--- src/rtl/rotor_guard_pkg.sv ---
package rotor_guard_pkg;

    localparam int unsigned DEF_TICK_DIV   = 1000;
    localparam int unsigned DEF_TRIP_TICKS = 8000;
    localparam int unsigned DEF_BOOT_TICKS = 4;

    typedef enum logic [1:0] {
        GUARD_IDLE    = 2'd0,
        GUARD_WATCH   = 2'd1,
        GUARD_TRIPPED = 2'd2
    } guard_state_e;

    typedef struct packed {
        logic run;
        logic unlocked;
        logic decel;
        logic enabled;
        logic booting;
    } guard_cond_t;

    function automatic logic guard_armed(input guard_cond_t c);
        return c.run && c.unlocked && !c.decel && c.enabled && !c.booting;
    endfunction

    function automatic int unsigned width_of(input int unsigned n);
        return (n > 1) ? $clog2(n) : 1;
    endfunction

endpackage

--- src/rtl/rotor_guard_prescaler.sv ---
module rotor_guard_prescaler
    import rotor_guard_pkg::*;
#(
    parameter int unsigned TICK_DIV = DEF_TICK_DIV
) (
    input  logic clk,
    input  logic rst,
    output logic tick
);
    localparam int unsigned DIV_W = width_of(TICK_DIV);
    localparam logic [DIV_W-1:0] DIV_LAST = DIV_W'(TICK_DIV - 1);

    logic [DIV_W-1:0] div_q;

    assign tick = (div_q == DIV_LAST);

    always_ff @(posedge clk) begin
        if (rst) begin
            div_q <= '0;
        end else if (tick) begin
            div_q <= '0;
        end else begin
            div_q <= div_q + 1'b1;
        end
    end
endmodule

--- src/rtl/rotor_guard_boot.sv ---
module rotor_guard_boot
    import rotor_guard_pkg::*;
#(
    parameter int unsigned BOOT_TICKS = DEF_BOOT_TICKS
) (
    input  logic clk,
    input  logic rst,
    input  logic tick,
    output logic booting
);
    localparam int unsigned BOOT_W = width_of(BOOT_TICKS);
    localparam logic [BOOT_W-1:0] BOOT_LAST = BOOT_W'(BOOT_TICKS - 1);

    logic [BOOT_W-1:0] boot_q;

    always_ff @(posedge clk) begin
        if (rst) begin
            booting <= 1'b1;
            boot_q  <= '0;
        end else if (booting && tick) begin
            if (boot_q == BOOT_LAST) begin
                booting <= 1'b0;
                boot_q  <= '0;
            end else begin
                boot_q <= boot_q + 1'b1;
            end
        end
    end
endmodule

--- src/rtl/rotor_guard_stall.sv ---
module rotor_guard_stall
    import rotor_guard_pkg::*;
#(
    parameter int unsigned TRIP_TICKS = DEF_TRIP_TICKS
) (
    input  logic        clk,
    input  logic        rst,
    input  logic        tick,
    input  guard_cond_t cond,
    output logic        tripped
);
    localparam int unsigned TRIP_W = width_of(TRIP_TICKS);
    localparam logic [TRIP_W-1:0] TRIP_LAST = TRIP_W'(TRIP_TICKS - 1);

    guard_state_e      state_q;
    logic [TRIP_W-1:0] ticks_q;
    logic              armed;

    assign armed   = guard_armed(cond);
    assign tripped = (state_q == GUARD_TRIPPED);

    always_ff @(posedge clk) begin
        if (rst) begin
            state_q <= GUARD_IDLE;
            ticks_q <= '0;
        end else if (!cond.run) begin
            state_q <= GUARD_IDLE;
            ticks_q <= '0;
        end else if (state_q == GUARD_TRIPPED) begin
            state_q <= GUARD_TRIPPED;
        end else if (armed) begin
            state_q <= GUARD_WATCH;
            if (tick) begin
                if (ticks_q == TRIP_LAST) begin
                    state_q <= GUARD_TRIPPED;
                    ticks_q <= '0;
                end else begin
                    ticks_q <= ticks_q + 1'b1;
                end
            end
        end else begin
            state_q <= GUARD_IDLE;
            ticks_q <= '0;
        end
    end
endmodule

--- src/rtl/rotor_guard.sv ---
module rotor_guard
    import rotor_guard_pkg::*;
#(
    parameter int unsigned TICK_DIV   = DEF_TICK_DIV,
    parameter int unsigned TRIP_TICKS = DEF_TRIP_TICKS,
    parameter int unsigned BOOT_TICKS = DEF_BOOT_TICKS
) (
    input  logic clk,
    input  logic rst,
    input  logic run_req,
    input  logic locked,
    input  logic decel,
    input  logic fault_en,
    output logic shutdown,
    output logic logic_rst
);
    logic        tick;
    logic        booting;
    guard_cond_t cond;

    assign cond.run      = run_req;
    assign cond.unlocked = !locked;
    assign cond.decel    = decel;
    assign cond.enabled  = fault_en;
    assign cond.booting  = booting;

    rotor_guard_prescaler #(.TICK_DIV(TICK_DIV)) u_div (
        .clk  (clk),
        .rst  (rst),
        .tick (tick)
    );

    rotor_guard_boot #(.BOOT_TICKS(BOOT_TICKS)) u_boot (
        .clk     (clk),
        .rst     (rst),
        .tick    (tick),
        .booting (booting)
    );

    rotor_guard_stall #(.TRIP_TICKS(TRIP_TICKS)) u_stall (
        .clk     (clk),
        .rst     (rst),
        .tick    (tick),
        .cond    (cond),
        .tripped (shutdown)
    );

    assign logic_rst = booting;
endmodule

--- config.mk ---
export PLATFORM = sky130hd
export DESIGN_NAME = rotor_guard
export DESIGN_NICKNAME = d
export VERILOG_FILES = /design/src/rtl/rotor_guard_pkg.sv /design/src/rtl/rotor_guard_prescaler.sv /design/src/rtl/rotor_guard_boot.sv /design/src/rtl/rotor_guard_stall.sv /design/src/rtl/rotor_guard.sv
export SDC_FILE = /design/constraint.sdc
export NUM_CORES = 1
export LEC_CHECK = 0
export BUFFER_PORTS_ARGS = -buffer_cell sky130_fd_sc_hd__buf_2
export CAP_MARGIN = 30
export CORE_UTILIZATION = 42
export DETAILED_ROUTE_END_ITERATION = 10
export GPL_TIMING_DRIVEN = 0
export PLACE_DENSITY = 0.63
export SLEW_MARGIN = 5
export SYNTH_ARGS = -nofsm -noshare
export SYNTH_HDL_FRONTEND = slang
export SYNTH_SLANG_ARGS = --single-unit
--- constraint.sdc ---
create_clock -name clk -period 2.2 [get_ports clk]
set_input_delay 0 -clock clk [delete_from_list [all_inputs] [get_ports clk]]
set_output_delay 0 -clock clk [all_outputs]
set_load 0.005 [all_outputs]
# [Word level (Yosys, flattened, before mapping)]
# Cells that the tools add are included.
[totals] output_inout_bits=2 ram_bits=0 latchBits=0 memories=0 rom_bits=0 word_cells=38 regBits=28
[classes] eq_ne=5 n_addsub=3 reduce_logical=13 mul=0 bitwise_logic=3 div_mod_pow=0 shift=0 mux=8 order_cmp=0
[ops] operator="2-to-1 mux 13 bit" n=3
[ops] operator="adder 13 x 1 -> 13 bit, second input constant" n=1
[ops] operator="== test 13 bit, second input constant" n=1
[ops] operator="adder 10 x 1 -> 10 bit, second input constant" n=1
[ops] operator="== test 10 bit, second input constant" n=1
[ops] operator="2-to-1 mux 2 bit" n=5
[ops] operator="logical AND 1 bit" n=5
[ops] operator="== test 2 bit, second input constant" n=2
[ops] operator="AND reduction 2 bit" n=2
[ops] operator="OR reduction 2 bit" n=2
[ops] operator="OR reduction 4 bit" n=1
[ops] operator="logical NOT 1 bit" n=3
[ops] operator="NOT 1 bit" n=3
[ops] operator="adder 2 x 1 -> 2 bit, second input constant" n=1
[ops] operator="inequality test 2 bit, second input constant" n=1

# [Logic depth before layout (Yosys ltp)]
[depth] ltp_word=7 ltp_mapped=7

# [Modules after synthesis]
# A second synthesis with hierarchy kept.
[hier_totals] hier_cells=162 hier_area_um2=1436.4
[modules_own_cells] module="rotor_guard_stall" cells_each=93 area_each_um2=812.0 seq_area_each_um2=300.3 instances=1
[modules_own_cells] module="rotor_guard_prescaler" cells_each=56 area_each_um2=490.5 seq_area_each_um2=200.2 instances=1
[modules_own_cells] module="rotor_guard_boot" cells_each=12 area_each_um2=130.1 seq_area_each_um2=60.1 instances=1
[modules_own_cells] module="rotor_guard" cells_each=1 area_each_um2=3.8 seq_area_each_um2=0.0 instances=1

# [Worst setup path after synthesis]
# Ideal clock, no wire load.
[synth_timing] path_type="register to register" from="register u_div.div_q[0]" to="register u_stall.ticks_q[12]" path_stages_with_launch=8 setup_time_ns=0.096 arrival_ns=1.820 required_ns=2.104 setup_slack_ns=0.284 path_buffers=1 cell_sequence="dfxtp_1 ha_1 inv_1 nor4_4 nor2_2 or3_4 buf_6 o41ai_2"
[synth_via] elab_chain_len=3
[synth_rtl] element="start: declaration" line_no="rotor_guard_prescaler.sv:13" rtl="logic [DIV_W-1:0] div_q;"
[synth_rtl] element="start signal: assignment" line_no="rotor_guard_prescaler.sv:23" rtl="div_q <= div_q + 1'b1;"
[synth_rtl] element="== test 10 bit" line_no="rotor_guard_prescaler.sv:15" rtl="assign tick = (div_q == DIV_LAST);"
[synth_rtl] element="inequality test 2 bit (no source line)"
[synth_rtl] element="AND reduction 2 bit (no source line)"
[synth_rtl] element="end signal: assignment" line_no="rotor_guard_stall.sv:38" rtl="ticks_q <= ticks_q + 1'b1;"
[synth_rtl] element="end: declaration" line_no="rotor_guard_stall.sv:16" rtl="logic [TRIP_W-1:0] ticks_q;"
# No other way between the ends.
# A chain may end at the register's enable or synchronous reset.

# [Worst setup path after layout]
[layout_timing] from="register u_stall.ticks_q[0]" to="register u_stall.ticks_q[10]"
[layout_via] elab_chain_len=4 elab_cells_between_ends=5 classes_between="add/sub (1); eq/ne (1); mux (3)"
[layout_rtl] element="adder 13 x 1 -> 13 bit or == test 13 bit (tied branches)" line_no="rotor_guard_stall.sv:38, rotor_guard_stall.sv:34"
[layout_rtl] element="2-to-1 mux 13 bit *" line_no="rotor_guard_stall.sv:34" rtl="if (ticks_q == TRIP_LAST) begin"
[layout_rtl] element="2-to-1 mux 13 bit *" line_no="rotor_guard_stall.sv:33" rtl="if (tick) begin"
[layout_rtl] element="2-to-1 mux 13 bit *" line_no="rotor_guard_stall.sv:31" rtl="end else if (armed) begin"
# Every way passes the cells marked *; elsewhere a longest branch is shown, timed or not. The select of a mux whose other input is x is not followed.

==> flow_summary.toml <==
[logic_synthesis]
synthMuxAreaShare_pct = 0.730
synth-seq-cells = 28
synthXorXnorAreaFrac_pct = 5.11
synth_top_cells_by_count = "dfxtp_1 (28), nor2_1 (15), o21ai_0 (15), nand2_1 (11), nand3_1 (10)"
ys.flop_type = "dfxtp_1"
synthSimpleGateAreaFrac_pct = 33.4
yosys-top-cells-area = "dfxtp_1 (41%), o21ai_0 (5.5%), nor2_1 (4.1%)"
yosysTopAreaCell = "dfxtp_1"
ys_async_sr_fraction_pct = 0
syn_avg_cell_area_um2 = 8.73
synth_cells = 157
syn_area_um2 = 1370
ys_types = 41
yosys_warnings = 0
synth_top_area_share_pct = 40.9
syn_nets = 166
synth_seq_area_share_pct = 40.9
synthAdderAreaFrac_pct = 2.74
synth_top_family_by_area = "simple AND/OR/NAND/NOR gates"
yosys.cell_count.top_type = "dfxtp_1"
synth_edf_count = 0
synth_compound_area_share_pct = 14.1

[sta]
fin_skew_ps = 18.3
setup_viol = 0
worst_slew_pin_slew_ps = 615
final.period_utilization_pct = 93.2
fin_crit_ps = 2050
hold_viol = 0
max_freq_mhz = 488
fin_ws_ps = 150
slew_headroom_pct = 58.7
drv_slew = 0

[clock_tree]
clock_path_buffers = 2
post-cts-setup-buffer-count = 0
clkSinkCount = 28
clk_pin_slew_ps = 160
cts_max_level = 1
cts_tree = "built"
clk_latency_ps = 330
cts_made_buffers = 3
clockRootBuffer = "clkbuf_4"

[detailed_routing]
first_pass_iters = 4
drcViolationCount = 0
ant_nets = 0
num_vias = 1144
wl_mm = 2.72
viasPerCell = 5.40
drt_iter0_drc = 79
wire_per_inst_um = 12.8

[die]
die_h_um = 59.1
rows = 20
die_x_um = 59.1
die-area_um2 = 3500
io_pins = 8
core_area_um2 = 3080
start_util_pct = 44.6

[finish]
antenna_cells = 0
instances_no_fill = 212
area_growth_pct = 10.8
layout.nets = 178
drive_gt1_share_pct = 16.7

[place]
numPortBuffers = 6
place_hpwl_mm = 2.02
gp_congestion = 0.823
dp_cells = 207
dp_worst_setup_slack_ps = -100

[global_route]
antenna_found_initial = 0
grt.overflow.total = 0
grt_max_degree = 16
grt_pass1_wl_mm = 4.53
grt_pass1_vias = 1012
grt_usage_pct = 17.2

[critical_path]
crit_path_end_kind = "flip-flop"
crit_type = "reg2reg"
crit_fanout = 10
crit_arrival_ps = 2290
cp-start-kind = "flip-flop"
r2r_slack_ps = 150
critPathRequiredTime_ps = 2440

[worst_hold_path]
hold_class = "in2reg"

[power]
power_density_nw_per_um2 = 524
worst_ir_drop_vdd_v = 0.000372
p_leak_nw = 0.514

[status]
status = "complete, no violations"

[flow_run]
max_cap_viol_count = 0
[power by group]
group          internal (mW)  switching [mW]
logic                 0.0117          0.0142
registers              0.512         0.00437
clock network          0.101           0.152
total                  0.625           0.171
[metrics by stage]
stage                     total power [mW]  TNS, ps  hold slack [ps]  area, um2  utilization [%]
final                                0.796        0             21.8       1520             49.3
after global routing                 0.830    -13.0             29.0       1520             49.3
after CTS                            0.806        0             11.3       1510             49.0
after detailed placement             0.552     -382              309       1460             47.3
after global placement               0.550        0              299       1460             47.3
after floorplan                      0.542        0              170       1370                -
[worst paths after layout]
kind                                    startpoint             endpoint  depth (start not counted)
worst max-delay path            u_stall.ticks_q[0]  u_stall.ticks_q[10]                          7
worst max register to register  u_stall.ticks_q[0]  u_stall.ticks_q[10]                          7
worst min register to register      u_div.div_q[0]       u_div.div_q[0]                          1
worst min-delay path                           rst       u_div.div_q[2]                          2
[logic make-up after synthesis]
family          count (synthesis)
xor+xnor                        8
mux                             1
fa+ha+maj                       3
simple gates                   77
buf+inv                         9
flops                          28
compound gates                 31
[layout by cell type (no fill, tap or decap), drive strengths merged, types with 3 or more instances in the layout]
| cell | instances |
|---|---|
| or3 | 4 |
| ha | 3 |
| o21ai | 15 |
| nand4 | 4 |
| nor2 | 16 |
| nor3 | 8 |
| inv | 5 |
| dfxtp | 28 |
| nand2 | 11 |
| buf | 7 |
| clkbuf | 7 |
| nand2b | 3 |
| o31ai | 4 |
| and3 | 4 |
| xor2 | 6 |
| nand3 | 10 |
| nor4 | 3 |
| a21oi | 7 |
[critical path: stages, from the launching register on]
cell	delay, ps
dfxtp_1	450
ha_1	230
nand3_1	210
nor4_2	380
clkbuf_2	290
or3_4	170
buf_6	130
o21ai_0	90
[repair_timing]
| item | in CTS | in global routing |
|---|---|---|
| endpoints found under the hold margin | 1 | 0 |
| hold buffers | 1 | 0 |
| endpoints found under the setup margin | 8 | 7 |
| gates resized for setup | 2 | 3 |
[registers in the layout, indices dropped and copies added, names as in the netlist]
name / cells
u_boot.boot_q: 2
u_stall.ticks_q: 13
u_div.div_q: 10
u_stall.state_q: 2
u_boot.booting: 1
[layer usage]
layer	wire, um	up-vias	track usage [%]
met1	1260	541	20.3
met2	1380	8	31.0
met4	25	0	5.10
li1	-	593	-
met3	55	2	3.93
met5	0	-	0
[layout make-up]
class	count	area, um2
fillers	316	1560
inverters	5	18.8
flip-flops and latches	28	562
clock buffers	4	36.3
multi-input cells	120	783
plain buffers	4	23.8
well taps	44	55.1
repair buffers	7	40.0
Power figures use the tool's default switching activity.
